`src/rtl/wdt_pkg.sv`:
```
package wdt_pkg;
  typedef enum logic [1:0] {
    PH_START = 2'd0,
    PH_RUN   = 2'd1,
    PH_HALT  = 2'd2
  } phase_t;
endpackage

```
`src/rtl/wdt_prescale.sv`:
```
module wdt_prescale #(
  parameter int PRE_W = 8
) (
  input  logic clk,
  input  logic rst,
  input  logic clr,
  input  logic en,
  output logic tick
);
  generate
    if (PRE_W == 0) begin : g_bypass
      assign tick = en && !clr;
    end else begin : g_div
      logic [PRE_W-1:0] div_q;
      always_ff @(posedge clk) begin
        if (rst || clr) div_q <= '0;
        else if (en)    div_q <= div_q + 1'b1;
      end
      assign tick = en && !clr && (&div_q);
    end
  endgenerate
endmodule

```
`src/rtl/wdt_count.sv`:
```
module wdt_count #(
  parameter int CNT_W = 8
) (
  input  logic clk,
  input  logic rst,
  input  logic clr,
  input  logic step,
  output logic expire
);
  logic [CNT_W-1:0] cnt_q;

  always_ff @(posedge clk) begin
    if (rst || clr) cnt_q <= '0;
    else if (step)  cnt_q <= cnt_q + 1'b1;
  end

  // terminal count reached on a step: the counter wraps as it expires
  assign expire = step && !clr && (&cnt_q);
endmodule

```
`src/rtl/wdt_clear_pair.sv`:
```
module wdt_clear_pair (
  input  logic clk,
  input  logic rst,
  input  logic flush,
  input  logic pair_mode,
  input  logic clr_a,
  input  logic clr_b,
  output logic fire
);
  logic a_q, b_q;
  logic a_any, b_any;

  assign a_any = a_q || clr_a;
  assign b_any = b_q || clr_b;
  assign fire  = pair_mode ? (a_any && b_any) : clr_a;

  always_ff @(posedge clk) begin
    if (rst || flush || fire || !pair_mode) begin
      a_q <= 1'b0;
      b_q <= 1'b0;
    end else begin
      a_q <= a_any;
      b_q <= b_any;
    end
  end
endmodule

```
`src/rtl/wdt_startup.sv`:
```
module wdt_startup #(
  parameter int SST_CYCLES = 1024
) (
  input  logic clk,
  input  logic rst,
  input  logic active,
  output logic done
);
  localparam int SST_W = (SST_CYCLES > 1) ? $clog2(SST_CYCLES) : 1;
  localparam logic [SST_W-1:0] LAST = SST_W'(SST_CYCLES - 1);

  logic [SST_W-1:0] wait_q;

  always_ff @(posedge clk) begin
    if (rst || !active || done) wait_q <= '0;
    else                        wait_q <= wait_q + 1'b1;
  end

  assign done = active && (wait_q == LAST);
endmodule

```
`src/rtl/wdt_pwr_ctrl.sv`:
```
module wdt_pwr_ctrl #(
  parameter int PRE_W      = 8,
  parameter int CNT_W      = 8,
  parameter int SST_CYCLES = 1024
) (
  input  logic clk,
  input  logic rst,
  input  logic wdt_en,
  input  logic pair_mode,
  input  logic wdt_clk_en,
  input  logic sw_clr_a,
  input  logic sw_clr_b,
  input  logic halt_req,
  input  logic wake_evt,
  output logic chip_rst,
  output logic warm_rst,
  output logic run_hold,
  output logic halted,
  output logic flag_to,
  output logic flag_pd
);
  import wdt_pkg::*;

  phase_t ph_q;
  logic   chip_q, warm_q, to_q, pd_q;
  logic   wd_live, halt_go, sw_fire, wd_clr, pre_tick, expire, sst_done;

  assign wd_live = wdt_en && (ph_q != PH_START);
  assign halt_go = (ph_q == PH_RUN) && halt_req;
  assign wd_clr  = !wd_live || halt_go || sw_fire;

  wdt_clear_pair u_pair (
    .clk       (clk),
    .rst       (rst),
    .flush     (halt_go || (ph_q == PH_START)),
    .pair_mode (pair_mode),
    .clr_a     (sw_clr_a),
    .clr_b     (sw_clr_b),
    .fire      (sw_fire)
  );

  wdt_prescale #(.PRE_W(PRE_W)) u_pre (
    .clk  (clk),
    .rst  (rst),
    .clr  (wd_clr),
    .en   (wd_live && wdt_clk_en),
    .tick (pre_tick)
  );

  wdt_count #(.CNT_W(CNT_W)) u_cnt (
    .clk    (clk),
    .rst    (rst),
    .clr    (wd_clr),
    .step   (pre_tick),
    .expire (expire)
  );

  wdt_startup #(.SST_CYCLES(SST_CYCLES)) u_sst (
    .clk    (clk),
    .rst    (rst),
    .active (ph_q == PH_START),
    .done   (sst_done)
  );

  always_ff @(posedge clk) begin
    if (rst) begin
      ph_q   <= PH_START;
      chip_q <= 1'b0;
      warm_q <= 1'b0;
      to_q   <= 1'b0;
      pd_q   <= 1'b0;
    end else begin
      chip_q <= 1'b0;
      warm_q <= 1'b0;
      case (ph_q)
        PH_START: if (sst_done) ph_q <= PH_RUN;
        PH_RUN: begin
          if (halt_go) begin
            ph_q <= PH_HALT;
            pd_q <= 1'b1;
            to_q <= 1'b0;
          end else if (expire) begin
            ph_q   <= PH_START;
            chip_q <= 1'b1;
            to_q   <= 1'b1;
            pd_q   <= 1'b0;
          end
        end
        PH_HALT: begin
          if (expire) begin
            ph_q   <= PH_START;
            warm_q <= 1'b1;
            to_q   <= 1'b1;
          end else if (wake_evt) begin
            ph_q <= PH_START;
          end
        end
        default: ph_q <= PH_START;
      endcase
    end
  end

  assign chip_rst = chip_q;
  assign warm_rst = warm_q;
  assign run_hold = (ph_q == PH_START);
  assign halted   = (ph_q == PH_HALT);
  assign flag_to  = to_q;
  assign flag_pd  = pd_q;
endmodule

```
`config.mk`:
```
export PLATFORM = sky130hd
export DESIGN_NAME = wdt_pwr_ctrl
export DESIGN_NICKNAME = d
export VERILOG_FILES = /design/src/rtl/wdt_pkg.sv /design/src/rtl/wdt_prescale.sv /design/src/rtl/wdt_count.sv /design/src/rtl/wdt_clear_pair.sv /design/src/rtl/wdt_startup.sv /design/src/rtl/wdt_pwr_ctrl.sv
export SDC_FILE = /design/constraint.sdc
export NUM_CORES = 1
export LEC_CHECK = 0
export ABC_AREA = 1
export BUFFER_PORTS_ARGS = -buffer_cell sky130_fd_sc_hd__buf_2
export CAP_MARGIN = 20
export CORE_MARGIN = 4
export CORE_UTILIZATION = 29
export CTS_BUF_LIST = sky130_fd_sc_hd__clkbuf_4 sky130_fd_sc_hd__clkbuf_8 sky130_fd_sc_hd__clkbuf_16
export CTS_CLUSTER_SIZE = 10
export DETAILED_ROUTE_END_ITERATION = 12
export SLEW_MARGIN = 20
export SYNTH_ARGS = -nofsm -noshare
export SYNTH_HDL_FRONTEND = slang
export SYNTH_SLANG_ARGS = --single-unit
export TNS_END_PERCENT = 100
```
`constraint.sdc`:
```
create_clock -name clk -period 2.34 [get_ports clk]
set_clock_uncertainty 0.15 [all_clocks]
set_input_delay 0.234 -clock clk [delete_from_list [all_inputs] [get_ports clk]]
set_output_delay 0.234 -clock clk [all_outputs]
set_load 0.03 [all_outputs]
```
[Yosys cells after proc, flatten, opt, wreduce, memory -nomap -nowiden]
Index checks and enable logic that the tools add are counted.
Operators by class
  add/sub/neg operators: 3
  eq/ne operators: 6
  muxes and demuxes: 13
  bitwise operators: 2
  reductions and logical operators: 34
Operator list (number)
  $add A8 B1 Y8 const B: 2
  $reduce_and A8 Y1: 2
  $logic_or A1 B1 Y1: 11
  $add A10 B1 Y10 const B: 1
  $eq A10 B10 Y1 const B: 1
  $mux W2: 5
  $logic_and A1 B1 Y1: 9
  $mux W1: 6
  $pmux W2 S3: 1
  $reduce_bool A2 Y1: 3
  $logic_not A1 Y1: 4
  $ne A3 B2 Y1 const B: 1
  $ne A3 B3 Y1 const B: 1
  $reduce_and A3 Y1: 1
  $reduce_or A3 Y1: 1
  $eq A2 B1 Y1 const B: 1
  $eq A2 B2 Y1 const B: 1
  $logic_not A2 Y1: 1
  $ne A2 B2 Y1 const B: 1
  $not A1 Y1: 2
  $pmux W1 S2: 1
  $reduce_and A2 Y1: 1
  $reduce_or A2 Y1: 1
Storage, ports and cells
  register bits: 34
  input port bits: 9

[Depth between registers and ports, before layout]
Gate-level depths: netlist (run 1).
  depth after elaboration: 13
  mapped depth: 12

[Cells and area by module]
From an unflattened synthesis (run 1), not the netlist that was laid out.
Unflattened totals
  cell total of the unflattened synthesis: 234
  area total of the unflattened synthesis: 1667.8 um^2
Modules (own cells, without submodules)
  wdt_startup: instances 1, cells an instance 66, area each 474.2 um^2
  wdt_count: instances 1, cells an instance 50, area each 375.4 um^2
  wdt_prescale: instances 1, cells an instance 50, area each 375.4 um^2
  wdt_pwr_ctrl: instances 1, cells an instance 54, area each 346.6 um^2
  wdt_clear_pair: instances 1, cells an instance 14, area each 96.3 um^2

[Worst setup path after synthesis (run 1)]
Ideal clock, no wire load.
  kind: reg-to-reg
  from: reg ph_q[0]
  to: reg u_cnt.cnt_q[3]
  library setup time: 0.117 ns
  arrival time: 1.635 ns
  path slack: 0.438 ns
  cell stages (with the launch flop): 11
  period minus slack after synthesis: 1.902 ns
  path through: dfxtp_1 -> inv_1 -> ha_1 -> inv_2 -> nand3_4 -> inv_1 -> nand2_1 -> nor2_4 -> nand2_1 -> o21ai_1 -> a21oi_1
On the way
  cells in the longest elaborated chain, start to end: 8
Ends and longest elaborated chain
  start, declared: RTL line wdt_pwr_ctrl.sv:24  | phase_t ph_q;
  start signal, assigned: RTL line wdt_pwr_ctrl.sv:67  | ph_q <= PH_START;
  start signal, assigned: RTL line wdt_pwr_ctrl.sv:76  | PH_START: if (sst_done) ph_q <= PH_RUN;
  start signal, assigned: RTL line wdt_pwr_ctrl.sv:79  | ph_q <= PH_HALT;
  $reduce_bool A2 Y1: RTL line wdt_pwr_ctrl.sv:28  | assign wd_live = wdt_en && (ph_q != PH_START);
  $logic_and A1 B1 Y1: RTL line wdt_pwr_ctrl.sv:28
  $logic_not A1 Y1: RTL line wdt_pwr_ctrl.sv:30  | assign wd_clr = !wd_live || halt_go || sw_fire;
  $logic_or A1 B1 Y1 (2 in series): RTL line wdt_pwr_ctrl.sv:30
  $logic_not A1 Y1: RTL line wdt_prescale.sv:19  | assign tick = en && !clr && (&div_q);
  $logic_and A1 B1 Y1 (2 in series): RTL line wdt_prescale.sv:19
  end signal, assigned: RTL line wdt_count.sv:14  | else if (step) cnt_q <= cnt_q + 1'b1;
  end, declared: RTL line wdt_count.sv:10  | logic [CNT_W-1:0] cnt_q;
Several ways; a longest one is shown, not always the timed one.
A chain may end at the register's enable or synchronous reset.

[Worst setup path in the final report (run 1)]
Same ends and word-level chain as after synthesis.

==> results of run 1 <==
layer usage:
layer / vias to the layer above / GRT usage / share of wire
met5: - / 0 / 0
met4: 0 / 0.0376 / 0.0027
met3: 2 / 0.0358 / 0.046
met2: 22 / 0.157 / 0.44
met1: 556 / 0.129 / 0.52
li1: 722 / - / -
power by group:
part | leakage, nW | internal, mW | switching [mW]
registers | 0.274 | 0.582 | 0.00274
logic | 0.357 | 0.0112 | 0.0184
clock network | 0.0504 | 0.317 | 0.221
total | 0.681 | 0.910 | 0.242
stage by stage:
stage | instance area, um^2 | utilization | hold slack [ns]
after floorplan | 1610 | - | 0.161
after global placement | 1770 | 0.338 | 0.283
after detailed placement | 1770 | 0.338 | 0.295
after CTS | 1880 | 0.360 | 0.000203
after global routing | 1880 | 0.360 | 0.00647
final | 1880 | 0.360 | 0.0132
final timing paths:
path                               from                           to  cells past startpoint
max                ph_q[0]$_SDFFE_PP0P_  u_cnt.cnt_q[3]$_SDFFE_PP0N_                     10
min                                 rst          warm_rst$_SDFF_PP0_                      2
max reg2reg        ph_q[0]$_SDFFE_PP0P_  u_cnt.cnt_q[3]$_SDFFE_PP0N_                     10
min reg2reg  u_sst.wait_q[0]$_SDFF_PP0_   u_sst.wait_q[0]$_SDFF_PP0_                      1
cell families (layout without fill, tap and decap cells):
kind of cell,after synthesis,count (layout),share of synthesized area
XOR/XNOR,3,3,0.0163
buffers and inverters,27,49,0.0629
adder cells (fa/ha/maj),6,6,0.0466
AND/OR/NAND/NOR,110,110,0.356
AO/OA/AOI/OAI,29,29,0.0963
flip-flops,34,34,0.422
state kept, by name, indices dropped and copies added, names as in the netlist:
name,count
chip_rst,1
flag_pd,1
flag_to,1
ph_q,2
u_cnt.cnt_q,8
u_pair.a_q,1
u_pair.b_q,1
u_pre.g_div.div_q,8
u_sst.wait_q,10
warm_rst,1
layout make-up:
cell class	instances	area [um^2]
Multi-Input combinational cell	148	830
Clock buffer	5	68.8
Tap cell	70	87.6
Timing Repair Buffer	14	70.1
Fill cell	559	3350
Inverter	27	101
Sequential cell	34	681
Clock inverter	3	45.0
cell usage in the layout, fill, tap and decap left out, types with 3 or more instances in the layout:
cell type	synthesis	routed
nand2_1	41	41
o21ai_1	3	3
nor2_1	26	26
inv_2	3	3
nand3_1	9	9
nand4_1	4	4
nand2_2	5	5
inv_1	24	24
nor3b_1	3	3
nor3_1	9	9
dfxtp_1	34	34
ha_1	6	6
clkbuf_8	0	5
a21oi_1	18	18
nor2_4	3	3
buf_2	0	14
o21ai_0	4	4
==> results_dict.tcl, run 1 <==
set metrics [dict create \
    status "finished clean" \
    synthCells 209 \
    endpoint_kind "flop" \
    io_pins 15 \
    htreeDepth 2 \
    drive_above_1_share 0.182 \
    synth-edff-count 0 \
    max_slew.worst_pin.slew_ns 0.316 \
    overflow 0 \
    coreArea_um2 5240 \
    max-slew-margin-rel 0.789 \
    synth_area_um2 1610 \
    grt_max_degree 13 \
    rsz0062_at_grt "false" \
    fin_ws_ns 0.411 \
    drc_errors 0 \
    cts_buffers 5 \
    setup_viol 0 \
    worstPathArrival_ns 1.95 \
    ys_types 28 \
    path_buf_inv 3 \
    fp.dieW_um 82.5 \
    slowest_delay_ns 0.35 \
    period_share 0.824 \
    viasPerCell 4.33 \
    post_cts_resized 0 \
    die_area_um2 6810 \
    finalHoldViolations 0 \
    async_reset_ff_frac 0 \
    rrSetupSlack_ns 0.41 \
    cts-root-buf "clkbuf_8" \
    dpl.cell_count 293 \
    wl_per_cell_um 9.73 \
    clk_path_buf_depth 2 \
    critPathTopFamily "simple AND/OR/NAND/NOR gates" \
    tritoncts "built" \
    synth_area_leaders "dfxtp_1 (42%), nand2_1 (9.5%), nor2_1 (6.1%)" \
    area_growth_pct 16.8 \
    ys_top_cells_by_count "nand2_1 (41), dfxtp_1 (34), nor2_1 (26), inv_1 (24), a21oi_1 (18)" \
    post-cts-setup-buffers 0 \
    grt_usage 0.101 \
    ctsHoldBuffers 0 \
    antenna_cells 0 \
    critPathKind "flop to flop" \
    stdcell_count 301 \
    postSynthNetCount 224 \
    slew_viol_final 0 \
    maxCapViolCount 0 \
    ys.flop_type "dfxtp_1" \
    path_clk_slew_ns 0.07 \
    synth_top_area_frac 0.422 \
    first_pass_iters 4 \
    io_buffers 14 \
    required_ns 2.36 \
    routed_wl_mm 2.93 \
    ant_nets 0 \
    rows 26 \
    cp_max_fo 8 \
    hpwl_mm 2.26 \
    initial_core_util 0.308 \
    clk_latency_ns 0.28 \
    place_congestion 0.820 \
    startpoint_type "flop" \
    synth_most_common_cell "nand2_1" \
    fmax_mhz 518 \
    p_total_mw 1.15 \
    grt_pass1_vias 1278 \
    yosys.area.top_type "dfxtp_1" \
    p_leak_nw 0.681 \
    power_density_nw_per_um2 612 \
    final_nets 245 \
    pre_cts_ws_ns 0.423 \
    clock_sinks 34 \
    crit_path_top_delay_cell "dfxtp_1" \
    antenna_found_initial 0 \
    final.setup.tns_ns 0 \
    crit_chain "inv_1 -> ha_1 -> inv_2 -> nand3_4 -> inv_1 -> nand2_1 -> nor2_4 -> nand2_1 -> o21ai_1 -> a21oi_1" \
    fin_crit_ns 1.93 \
    hold_class "primary input to flop" \
    ys_warn_count 0 \
    avgSynthCellArea_um2 7.71 \
    synth.ff_latch_count 34 \
    yosysSeqAreaShare 0.422 \
    via_count 1302 \
    die_y_um 82.5 \
    drt_iter0_drc 119 \
    grt_pass1_wl_mm 5.38 \
    ir_drop_uv 262 \
]
Power figures use the tool's default switching activity.
==> run 2, diff against run 1 <==
Clock period 2.34 ns to 1.85 ns, I/O delays scaled along.
==> results_dict.tcl, run 2 (same netlist as run 1, synthesis figures left out) <==
set metrics [dict create \
    grt_usage 0.102 \
    max-slew-margin-rel 0.783 \
    p_int_mw 1.13 \
    io_buffers 14 \
    drc_errors 0 \
    clk_path_buf_depth 2 \
    drive_above_1_share 0.261 \
    ir_drop_uv 318 \
    power_frac_comb 0.030 \
    largest_registers "u_sst.wait_q: 10 flops, u_cnt.cnt_q: 8 flops, u_pre.g_div.div_q: 8 flops" \
    final_cell_mix "nand2_1 (39), dfxtp_1 (32), nor2_1 (26)" \
    stdcell_count 315 \
    drt_iter0_drc 41 \
    cts-root-buf "clkbuf_8" \
    fin_crit_ns 1.75 \
    slew_viol_final 0 \
    grt_pass1_vias 1254 \
    area_growth_pct 26.2 \
    via_count 1377 \
    ant_nets 0 \
    p_total_mw 1.43 \
    max_slew.worst_pin.slew_ns 0.322 \
    coreArea_um2 5240 \
    die_area_um2 6810 \
    antenna_cells 0 \
    largest_reg_flops 10 \
    startpoint_type "flop" \
    pwr-share-clk 0.451 \
    io_pins 15 \
    switching_share 0.208 \
    switchingPower_mw 0.297 \
    fmax_mhz 570 \
    grt_max_degree 11 \
    fin_area_um2 2030 \
    die_y_um 82.5 \
    power_density_nw_per_um2 703 \
    grt_pass1_wl_mm 5.34 \
    period_share 0.947 \
    critPathKind "flop to flop" \
    p_leak_nw 0.777 \
    cp_max_fo 4 \
    top_register "u_sst.wait_q" \
    hold_class "primary input to flop" \
    maxCapViolCount 0 \
    hpwl_mm 2.31 \
    fp.dieW_um 82.5 \
    antenna_found_initial 0 \
    clock_sinks 34 \
    path_clk_slew_ns 0.07 \
    cts_buffers 5 \
    finalHoldViolations 0 \
    first_pass_iters 4 \
    overflow 0 \
    worstPathArrival_ns 1.78 \
    htreeDepth 2 \
    layout_commonest_cell "nand2_1" \
    rows 26 \
    placed_cell_area_um2 1800 \
    wl_per_cell_um 9.95 \
    endpoint_kind "flop" \
    viasPerCell 4.37 \
    clk_latency_ns 0.29 \
    initial_core_util 0.308 \
    dpl.cell_count 297 \
    tritoncts "built" \
    routed_wl_mm 3.14 \
    setup_viol 0 \
    final_nets 259 \
    status "finished clean" \
    place_congestion 0.809 \
    num-fill-cells 540 \
    seqPwrFrac 0.519 \
    required_ns 1.88 \
]
## run 2: cell count changes in the layout (fill, tap and decap cells not counted), sizes merged
cell / before / now
clkbuf: 5 / 8
bufinv: 1 / 0
buf: 14 / 26
dlygate4sd3: 0 / 2
clkinvlp: 2 / 0
## run 2: repair_timing
item | in CTS | in global routing
hold endpoints to repair | 3 | 0
endpoints found under the setup margin | 0 | 9
buffers inserted | 0 | 8
resized for setup | 0 | 13
hold buffers | 2 | 0
## run 2: area by class of cell
type / count / area [um^2] / area share
repair buffers: 28 / 180 / 0.0886
flip-flops and latches: 34 / 683 / 0.336
multi-input cells: 148 / 868 / 0.427
well taps: 70 / 87.6 / 0.0431
inverters: 27 / 104 / 0.0511
clock buffers: 8 / 110 / 0.0542
## run 2: critical path, stage by stage (launching register included)
cell and delay (ns):
dfxtp_2 0.35, inv_2 0.06, ha_4 0.17, inv_4 0.06
nand3_4 0.08, nor2_4 0.14, nand2_2 0.07, nor2_4 0.15
nand4_4 0.13, buf_4 0.17, nor2_1 0.08, nor2_1 0.04
## run 2: final timing paths
| kind | from | end | slack, ns | depth (start not counted) |
|---|---|---|---|---|
| worst max-delay path | ph_q[1]$_SDFFE_PP0P_ | flag_pd$_SDFFE_PP0P_ | 0.1 | 11 |
| worst min-delay path | sw_clr_b | u_pair.b_q$_SDFF_PP0_ | 0.01 | 3 |
| worst max register to register | ph_q[1]$_SDFFE_PP0P_ | flag_pd$_SDFFE_PP0P_ | 0.1 | 11 |
| worst min register to register | u_sst.wait_q[0]$_SDFF_PP0_ | u_sst.wait_q[0]$_SDFF_PP0_ | 0.30 | 1 |
## run 2: layer usage
metal	track usage	share of wire	routed length [um]	up-vias
li1	-	-	-	747
met1	0.129	0.52	1640	615
met2	0.163	0.44	1370	12
met3	0.0325	0.028	89	3
met4	0.0343	0.012	38	0
met5	0	0	0	-
## run 2: per-stage QoR
| stage | setup slack (ns) | hold WS [ns] | setup TNS [ns] | utilization |
|---|---|---|---|---|
| 3_3_place_gp | 0.0197 | 0.258 | 0 | 0.344 |
| 5_1_grt | -0.0177 | 0.0431 | -0.0598 | 0.388 |
| 3_5_place_dp | 0.0149 | 0.258 | 0 | 0.344 |
| 4_1_cts | 0.00399 | 0.0163 | 0 | 0.369 |
| 6_report | 0.0971 | 0.0136 | 0 | 0.388 |
| 2_1_floorplan | 0.0678 | 0.112 | 0 | - |
## run 2: power by group through the flow
stage / combinational, mW / sequential, mW / clock, mW
global route: 0.0497 / 0.741 / 0.704
detailed placement: 0.0386 / 0.757 / 0
finish: 0.0436 / 0.741 / 0.644
floorplan: 0.0208 / 0.756 / 0
CTS: 0.0418 / 0.741 / 0.667
global placement: 0.0383 / 0.757 / 0
